$ cat config.mk
export PLATFORM = sky130hd
export DESIGN_NAME = prog_seq
export DESIGN_NICKNAME = d
export VERILOG_FILES = /design/src/rtl/prog_seq_pkg.sv /design/src/rtl/prog_seq_ctrl.sv /design/src/rtl/prog_seq_dp.sv /design/src/rtl/prog_seq.sv
export SDC_FILE = /design/constraint.sdc
export NUM_CORES = 1
export LEC_CHECK = 0
export BUFFER_PORTS_ARGS = -buffer_cell sky130_fd_sc_hd__buf_2
export CAP_MARGIN = 30
export CORE_ASPECT_RATIO = 2
export CORE_MARGIN = 1.5
export CORE_UTILIZATION = 33
export DETAILED_ROUTE_END_ITERATION = 10
export PLACE_DENSITY = 0.57
export SLEW_MARGIN = 20
export SYNTH_ARGS = -nofsm -noshare
export SYNTH_HDL_FRONTEND = slang
export SYNTH_SLANG_ARGS = --single-unit
$ cat constraint.sdc
create_clock -name clk -period 2.7 [get_ports clk]
set_input_delay 0.54 -clock clk [delete_from_list [all_inputs] [get_ports clk]]
set_output_delay 0.54 -clock clk [all_outputs]
set_load 0.01 [all_outputs]
$ cat src/rtl/prog_seq_pkg.sv
package prog_seq_pkg;

  typedef enum logic [1:0] {
    OP_NONE      = 2'b00,
    OP_WORD      = 2'b01,
    OP_ERASE_ALL = 2'b10,
    OP_WRITE_ALL = 2'b11
  } opCode_t;

  typedef enum logic [1:0] {
    ST_IDLE,
    ST_WORD,
    ST_ERASE,
    ST_FILL
  } seqState_t;

  // strobes from control to datapath
  typedef struct packed {
    logic capture;  // latch address and data of a new operation
    logic we;       // write one array word this cycle
    logic walk;     // address comes from the walking index, not the latch
    logic ones;     // write value is all ones, not the latched data
  } dpStrobe_t;

endpackage

$ cat src/rtl/prog_seq_ctrl.sv
module prog_seq_ctrl
  import prog_seq_pkg::*;
#(
  parameter int ADDR_W         = 4,
  parameter int TICK_PER_UNIT  = 4,
  parameter int WRITE_UNITS    = 4,
  parameter int ERAL_UNITS     = 8,
  parameter int WRAL_UNITS     = 16,
  parameter int ERAL_MAX_UNITS = 15,
  parameter int WRAL_MAX_UNITS = 30,
  parameter int CSL_MIN        = 3
) (
  input  logic              clk,
  input  logic              rstN,
  input  logic              chipSel,
  input  logic [1:0]        opReq,
  input  logic              pgmEn,
  input  logic              wrEnable,
  input  logic              protClear,
  input  logic              addrGrant,
  output dpStrobe_t         strb,
  output logic [ADDR_W-1:0] walkIdx,
  output logic              busy,
  output logic              opDone,
  output logic              statusDrive
);

  localparam int DEPTH      = 1 << ADDR_W;
  localparam int WORD_TICKS = WRITE_UNITS * TICK_PER_UNIT;
  localparam int ERAL_TICKS = ERAL_UNITS * TICK_PER_UNIT;
  localparam int WRAL_TICKS = WRAL_UNITS * TICK_PER_UNIT;
  localparam int FILL_TICKS = WRAL_TICKS - ERAL_TICKS;
  localparam int ERAL_LIMIT = ERAL_MAX_UNITS * TICK_PER_UNIT;
  localparam int WRAL_LIMIT = WRAL_MAX_UNITS * TICK_PER_UNIT;
  localparam int TW         = $clog2(WRAL_TICKS + 1);
  localparam int IW         = ADDR_W + 1;
  localparam int LW         = $clog2(CSL_MIN + 1);
  localparam int BW         = $clog2(WRAL_LIMIT + 2);

  seqState_t       state;
  logic [TW-1:0]   timer;
  logic [IW-1:0]   wordIdx;
  logic            isWral;
  logic            csPrev;
  logic [LW-1:0]   lowCnt;
  logic            lowOk;
  logic            startEdge;
  logic            permit;
  logic            accept;
  logic            walking;
  logic            lastTick;

  assign startEdge = csPrev & ~chipSel;
  assign busy      = (state != ST_IDLE);
  assign lastTick  = (timer == '0);
  assign walking   = (state == ST_ERASE) || (state == ST_FILL);

  always_comb begin
    unique case (opCode_t'(opReq))
      OP_WORD:                    permit = addrGrant;
      OP_ERASE_ALL, OP_WRITE_ALL: permit = protClear;
      default:                    permit = 1'b0;
    endcase
  end

  assign accept = startEdge & ~busy & pgmEn & wrEnable & permit;

  always_comb begin
    strb.capture = accept;
    strb.walk    = walking;
    strb.ones    = (state == ST_ERASE);
    strb.we      = ((state == ST_WORD) && lastTick) ||
                   (walking && (wordIdx < IW'(DEPTH)));
  end
  assign walkIdx = wordIdx[ADDR_W-1:0];

  // sequencer
  always_ff @(posedge clk) begin
    if (!rstN) begin
      state   <= ST_IDLE;
      timer   <= '0;
      wordIdx <= '0;
      isWral  <= 1'b0;
      opDone  <= 1'b0;
    end else begin
      opDone <= 1'b0;
      unique case (state)
        ST_IDLE: begin
          if (accept) begin
            wordIdx <= '0;
            isWral  <= (opCode_t'(opReq) == OP_WRITE_ALL);
            if (opCode_t'(opReq) == OP_WORD) begin
              state <= ST_WORD;
              timer <= TW'(WORD_TICKS - 1);
            end else begin
              state <= ST_ERASE;
              timer <= TW'(ERAL_TICKS - 1);
            end
          end
        end
        ST_WORD: begin
          if (lastTick) begin
            state  <= ST_IDLE;
            opDone <= 1'b1;
          end else begin
            timer <= timer - 1'b1;
          end
        end
        ST_ERASE, ST_FILL: begin
          if (wordIdx < IW'(DEPTH)) wordIdx <= wordIdx + 1'b1;
          if (lastTick) begin
            if (state == ST_ERASE && isWral) begin
              state   <= ST_FILL;
              timer   <= TW'(FILL_TICKS - 1);
              wordIdx <= '0;
            end else begin
              state  <= ST_IDLE;
              opDone <= 1'b1;
            end
          end else begin
            timer <= timer - 1'b1;
          end
        end
        default: state <= ST_IDLE;
      endcase
    end
  end

  // chip-select low-time qualification for status reporting
  always_ff @(posedge clk) begin
    if (!rstN) begin
      csPrev <= 1'b0;
      lowCnt <= '0;
      lowOk  <= 1'b0;
    end else begin
      csPrev <= chipSel;
      if (!chipSel) begin
        lowOk <= 1'b0;
        if (lowCnt < LW'(CSL_MIN)) lowCnt <= lowCnt + 1'b1;
      end else begin
        lowCnt <= '0;
        if (!csPrev) lowOk <= (lowCnt >= LW'(CSL_MIN));
      end
    end
  end

  assign statusDrive = chipSel & lowOk;

  // ---------------- checker state and assertions ----------------
  logic [BW-1:0] busyCnt;
  logic [IW-1:0] eraseCnt;

  always_ff @(posedge clk) begin
    if (!rstN) begin
      busyCnt  <= '0;
      eraseCnt <= '0;
    end else begin
      busyCnt <= busy ? busyCnt + 1'b1 : '0;
      if (accept) eraseCnt <= '0;
      else if (strb.we && strb.ones && eraseCnt < IW'(DEPTH)) eraseCnt <= eraseCnt + 1'b1;
    end
  end

  // bounded operation length
  a_r10_max_length: assert property (@(posedge clk) disable iff (!rstN)
    busy |-> (busyCnt < BW'((state == ST_ERASE && !isWral) ? ERAL_LIMIT : WRAL_LIMIT)));

  // data pass starts only after the whole array was erased
  a_r5_erase_first: assert property (@(posedge clk) disable iff (!rstN)
    (state == ST_FILL) |-> (eraseCnt == IW'(DEPTH)));

  // completion is a single-cycle pulse
  a_r9_done_pulse: assert property (@(posedge clk) disable iff (!rstN)
    opDone |=> !opDone);

  // busy only rises after a sampled chip-select fall
  a_r1_start_on_fall: assert property (@(posedge clk) disable iff (!rstN)
    $rose(busy) |-> ($past(chipSel, 2) && !$past(chipSel)));

  // status is driven only with chip select high
  a_r2_drive_high: assert property (@(posedge clk) disable iff (!rstN)
    statusDrive |-> chipSel);

endmodule

$ cat src/rtl/prog_seq_dp.sv
module prog_seq_dp
  import prog_seq_pkg::*;
#(
  parameter int ADDR_W = 4,
  parameter int DATA_W = 8
) (
  input  logic              clk,
  input  logic              rstN,
  input  dpStrobe_t         strb,
  input  logic [ADDR_W-1:0] walkIdx,
  input  logic              busy,
  input  logic [ADDR_W-1:0] addr,
  input  logic [DATA_W-1:0] data,
  input  logic [ADDR_W-1:0] rdAddr,
  output logic [DATA_W-1:0] rdData
);

  localparam int DEPTH = 1 << ADDR_W;

  logic [DATA_W-1:0] mem [DEPTH];
  logic [ADDR_W-1:0] capAddr;
  logic [DATA_W-1:0] capData;
  logic [ADDR_W-1:0] wrIdx;
  logic [DATA_W-1:0] wrVal;

  always_ff @(posedge clk) begin
    if (!rstN) begin
      capAddr <= '0;
      capData <= '0;
    end else if (strb.capture) begin
      capAddr <= addr;
      capData <= data;
    end
  end

  assign wrIdx = strb.walk ? walkIdx : capAddr;
  assign wrVal = strb.ones ? '1 : capData;

  generate
    for (genvar i = 0; i < DEPTH; i++) begin : g_word
      always_ff @(posedge clk) begin
        if (!rstN)                                mem[i] <= '0;
        else if (strb.we && wrIdx == ADDR_W'(i)) mem[i] <= wrVal;
      end
    end
  endgenerate

  assign rdData = mem[rdAddr];

  // the array is written only inside an accepted operation
  a_r7_write_when_busy: assert property (@(posedge clk) disable iff (!rstN)
    strb.we |-> busy);

  // no new capture while an operation runs
  a_r8_capture_idle: assert property (@(posedge clk) disable iff (!rstN)
    strb.capture |-> !busy);

endmodule

$ cat src/rtl/prog_seq.sv
module prog_seq
  import prog_seq_pkg::*;
#(
  parameter int ADDR_W         = 4,
  parameter int DATA_W         = 8,
  parameter int TICK_PER_UNIT  = 4,
  parameter int WRITE_UNITS    = 4,
  parameter int ERAL_UNITS     = 8,
  parameter int WRAL_UNITS     = 16,
  parameter int ERAL_MAX_UNITS = 15,
  parameter int WRAL_MAX_UNITS = 30,
  parameter int CSL_MIN        = 3
) (
  input  logic              clk,
  input  logic              rstN,
  input  logic              chipSel,
  input  logic [1:0]        opReq,
  input  logic [ADDR_W-1:0] addr,
  input  logic [DATA_W-1:0] data,
  input  logic              pgmEn,
  input  logic              wrEnable,
  input  logic              protClear,
  input  logic              addrGrant,
  input  logic [ADDR_W-1:0] rdAddr,
  output logic [DATA_W-1:0] rdData,
  output logic              statusBit,
  output logic              statusDrive,
  output logic              opDone
);

  dpStrobe_t         strb;
  logic [ADDR_W-1:0] walkIdx;
  logic              busy;

  prog_seq_ctrl #(
    .ADDR_W(ADDR_W), .TICK_PER_UNIT(TICK_PER_UNIT), .WRITE_UNITS(WRITE_UNITS),
    .ERAL_UNITS(ERAL_UNITS), .WRAL_UNITS(WRAL_UNITS),
    .ERAL_MAX_UNITS(ERAL_MAX_UNITS), .WRAL_MAX_UNITS(WRAL_MAX_UNITS),
    .CSL_MIN(CSL_MIN)
  ) u_ctrl (
    .clk(clk), .rstN(rstN), .chipSel(chipSel), .opReq(opReq), .pgmEn(pgmEn),
    .wrEnable(wrEnable), .protClear(protClear), .addrGrant(addrGrant),
    .strb(strb), .walkIdx(walkIdx), .busy(busy), .opDone(opDone),
    .statusDrive(statusDrive)
  );

  prog_seq_dp #(.ADDR_W(ADDR_W), .DATA_W(DATA_W)) u_dp (
    .clk(clk), .rstN(rstN), .strb(strb), .walkIdx(walkIdx), .busy(busy),
    .addr(addr), .data(data), .rdAddr(rdAddr), .rdData(rdData)
  );

  assign statusBit = ~busy;

endmodule

==> out/qor.txt <==
==============================================================================
Register-to-register setup slack                                       0.26 ns
Crit path DAT                                                          2.07 ns
Port Buffer Count                                                           35
RSZ-0062 raised after global routing                                        no
DR vias                                                                   5122
Routed WL per cell                                                     23.1 um
Number of DRC violations after detailed-routing iteration 0                322
Clock latency on the worst-skew pair                                   0.44 ns
Utilization after layout                                                 0.389
Crit. End Element                                                 primary output
Antenna-violating nets left                                                  0
Multiplexer fraction of the synthesized cell area                        0.126
Fmax                                                                 0.384 GHz
Status                                                            finished, final reports clean
Synth cell types                                                            54
Warnings, synthesis                                                          0
Power per cell area                                                622 nW/um^2
First-pass GRT wire length                                             31.5 mm
Final clock period utilization by the worst path                         0.965
Max-slew violation total from the final report                               0
Xor/xnor cell area share of the yosys netlist                          0.00235
CTS Root Buffer Type                                              sky130_fd_sc_hd__clkbuf_16
Critical path startpoint category                                   input port
Routed wire length                                                     21.0 mm
Post-place setup slack                                               0.0943 ns
Critical path required time                                            2.16 ns
Hold Fails Final Rpt                                                         0
Total track usage                                                        0.187
Critical register-to-register path endpoint                       u_dp.mem[15][7]
Worst Tran Pin Value                                                  0.933 ns
Maximum fanout encountered on the critical timing path                      19
Die W                                                                   109 um
Via count of the first global-routing pass                                5211
Number of vias per cell after detailed routing                            5.62
Die extent in y                                                         216 um
Global placement routability congestion                                  0.921
Async SR Flop Fraction                                                       0
Rows                                                                        77
Fin Clk Skew                                                        0.00820 ns
Launch point of the worst hold path                                    data[2]
Die outline area                                                   23600 sq um
Worst Setup Path Type                                             input port to primary output
H-tree levels                                                                4
Crit path setup slack, layout                                        0.0933 ns
Setup fix buffers added after clock tree synthesis                           0
Number of flops mapped to enable cells by yosys                            128
Clock slew at reported path FFs                                        0.06 ns
Post-CTS Resized                                                             0
CTS tree                                                                   yes
Critical Path Source                                                 rdAddr[0]
Top flip-flop cell by instance count after synthesis              sky130_fd_sc_hd__edfxtp_1
Mean instance size in the synthesized netlist                       12.7 sq um
Final worst path period need                                           2.61 ns
Core Region                                                        22200 sq um
Length in cells of the worst reg-to-reg path                                 7
Syn Inst Count                                                             589
DRC violation count after routing                                            0
Seq/Total Area, Yosys                                                    0.601
Antenna violations before repair                                             0
Simple logic cell fraction of the synthesized area                       0.157
P&R area growth vs syn                                                   15.7%
First drt pass iteration count                                               5
Post-synthesis adder-cell area fraction                                0.00671
Final setup violating endpoints                                              0
Most frequent cells in the layout                                 130 x sky130_fd_sc_hd__nor3_1, 128 x sky130_fd_sc_hd__edfxtp_1, 47 x sky130_fd_sc_hd__nand2_1
Number of synthesized register bits                                        160
Standby leakage power                                                  2.81 nW
Endpoint of the worst setup timing path                              rdData[1]
Summed negative setup slack over all endpoints                            0 ns
HPWL reported at the end of detailed placement                         15.3 mm
Maximum vdd ir drop                                                     412 uV
Share of layout cells above drive strength 1                             0.236
Residual overflow from global routing                                        0
Post-layout nets                                                           652
# Max-Cap Violations                                                         0
Effective utilization at floorplan                                       0.337
CTS Buffer Depth                                                             2
Worst Hold Path Cells                                                        3
Sinks on the clock net                                                     160
Worst min path class                                              input port to flip-flop
Share of the synthesized area in compound gates (AO/OA/AOI/OAI)         0.0696
Most common library cell in the layout ignoring fill and taps     sky130_fd_sc_hd__nor3_1
IO Count                                                                    36
Pin count of the biggest net entering global routing                        33
Number of hold buffers added after cts                                       0
Max transition margin                                                    0.377
CTS buffer count                                                            17
Number of diodes                                                             0
Origin of the critical flop-to-flop path                          u_ctrl.timer[0]
Number of nets produced by synthesis                                       618
Main combinational cell family by area after synthesis            simple AND/OR/NAND/NOR gates
Post-Syn Area                                                       7460 sq um
==============================================================================
==> state kept, by name, indices dropped and copies added, names as in the netlist, 2 cells and up <==
| register | flops |
|---|---|
| u_dp.mem | 128 |
| u_ctrl.lowCnt | 2 |
| u_ctrl.wordIdx | 5 |
| u_dp.capData | 8 |
| u_ctrl.timer | 7 |
| u_dp.capAddr | 4 |
| u_ctrl.state | 2 |
==> kinds of logic after synthesis <==
| family | count (synthesis) |
|---|---|
| mux | 44 |
| compound gates | 75 |
| simple gates | 236 |
| buf+inv | 68 |
| fa+ha+maj | 4 |
| flops | 160 |
| xor+xnor | 2 |
==> worst max-delay path: stages <==
cell	delay, ns
sky130_fd_sc_hd__buf_2	0.14
sky130_fd_sc_hd__buf_12	0.20
sky130_fd_sc_hd__mux4_2	0.54
sky130_fd_sc_hd__mux4_2	0.48
sky130_fd_sc_hd__buf_2	0.15
==> layout make-up <==
| cell class | count | area, sq um |
|---|---|---|
| clock inverters | 15 | 125 |
| fillers | 2076 | 13500 |
| clock buffers | 17 | 425 |
| inverters | 11 | 41.3 |
| multi-input cells | 361 | 2720 |
| flip-flops and latches | 160 | 4480 |
| repair buffers | 72 | 490 |
| well taps | 276 | 345 |
==> per-stage QoR <==
step	power, mW	instances	hold WS [ns]	instance area [sq um]
finish	5.37	912	0.349	8630
global route	5.53	912	0.350	8630
CTS	5.40	912	0.326	8630
detailed placement	3.16	880	0.451	8080
global placement	3.15	880	0.451	8080
floorplan	3.00	589	0.437	7460
==> synthesized netlist by cell type, types with 3 or more instances <==
| cell | n | area (sq um) |
|---|---|---|
| sky130_fd_sc_hd__o21ai_0 | 21 | 105 |
| sky130_fd_sc_hd__nand2b_1 | 6 | 37.5 |
| sky130_fd_sc_hd__nand3_1 | 6 | 30.0 |
| sky130_fd_sc_hd__nand3b_1 | 3 | 22.5 |
| sky130_fd_sc_hd__nor2b_1 | 5 | 31.3 |
| sky130_fd_sc_hd__nand2_1 | 47 | 176 |
| sky130_fd_sc_hd__dfxtp_1 | 32 | 641 |
| sky130_fd_sc_hd__mux2i_1 | 4 | 40.0 |
| sky130_fd_sc_hd__clkbuf_1 | 30 | 113 |
| sky130_fd_sc_hd__ha_1 | 4 | 50.1 |
| sky130_fd_sc_hd__inv_1 | 11 | 41.3 |
| sky130_fd_sc_hd__a21oi_1 | 22 | 110 |
| sky130_fd_sc_hd__o21a_1 | 3 | 22.5 |
| sky130_fd_sc_hd__mux4_2 | 40 | 901 |
| sky130_fd_sc_hd__a32o_1 | 3 | 30.0 |
| sky130_fd_sc_hd__buf_1 | 14 | 52.6 |
| sky130_fd_sc_hd__edfxtp_1 | 128 | 3840 |
| sky130_fd_sc_hd__a31oi_1 | 3 | 18.8 |
| sky130_fd_sc_hd__or3_1 | 4 | 25.0 |
| sky130_fd_sc_hd__nor2_1 | 18 | 67.6 |
| sky130_fd_sc_hd__nor3_1 | 130 | 651 |
| sky130_fd_sc_hd__buf_2 | 12 | 60.1 |
==> where the power goes <==
part | internal [mW] | switching (mW) | total [mW]
registers | 2.72 | 0.0416 | 2.76
clock network | 1.20 | 1.06 | 2.27
logic | 0.154 | 0.184 | 0.338
total | 4.08 | 1.29 | 5.37
==> per-layer routing <==
layer	global-route usage	up-vias	part of all wire
li1	-	2340	-
met1	0.182	2549	0.33
met2	0.342	178	0.56
met5	0	-	0
met3	0.0305	55	0.038
met4	0.138	0	0.068
==> worst min-delay path by stage <==
stage and end:
4_1_cts u_dp.capData[5], 3_5_place_dp u_dp.capData[6], 6_report u_dp.capData[2], 5_1_grt u_dp.capData[6]
2_1_floorplan u_dp.capData[0], 3_3_place_gp u_dp.capData[6]
Power figures use the tool's default switching activity.
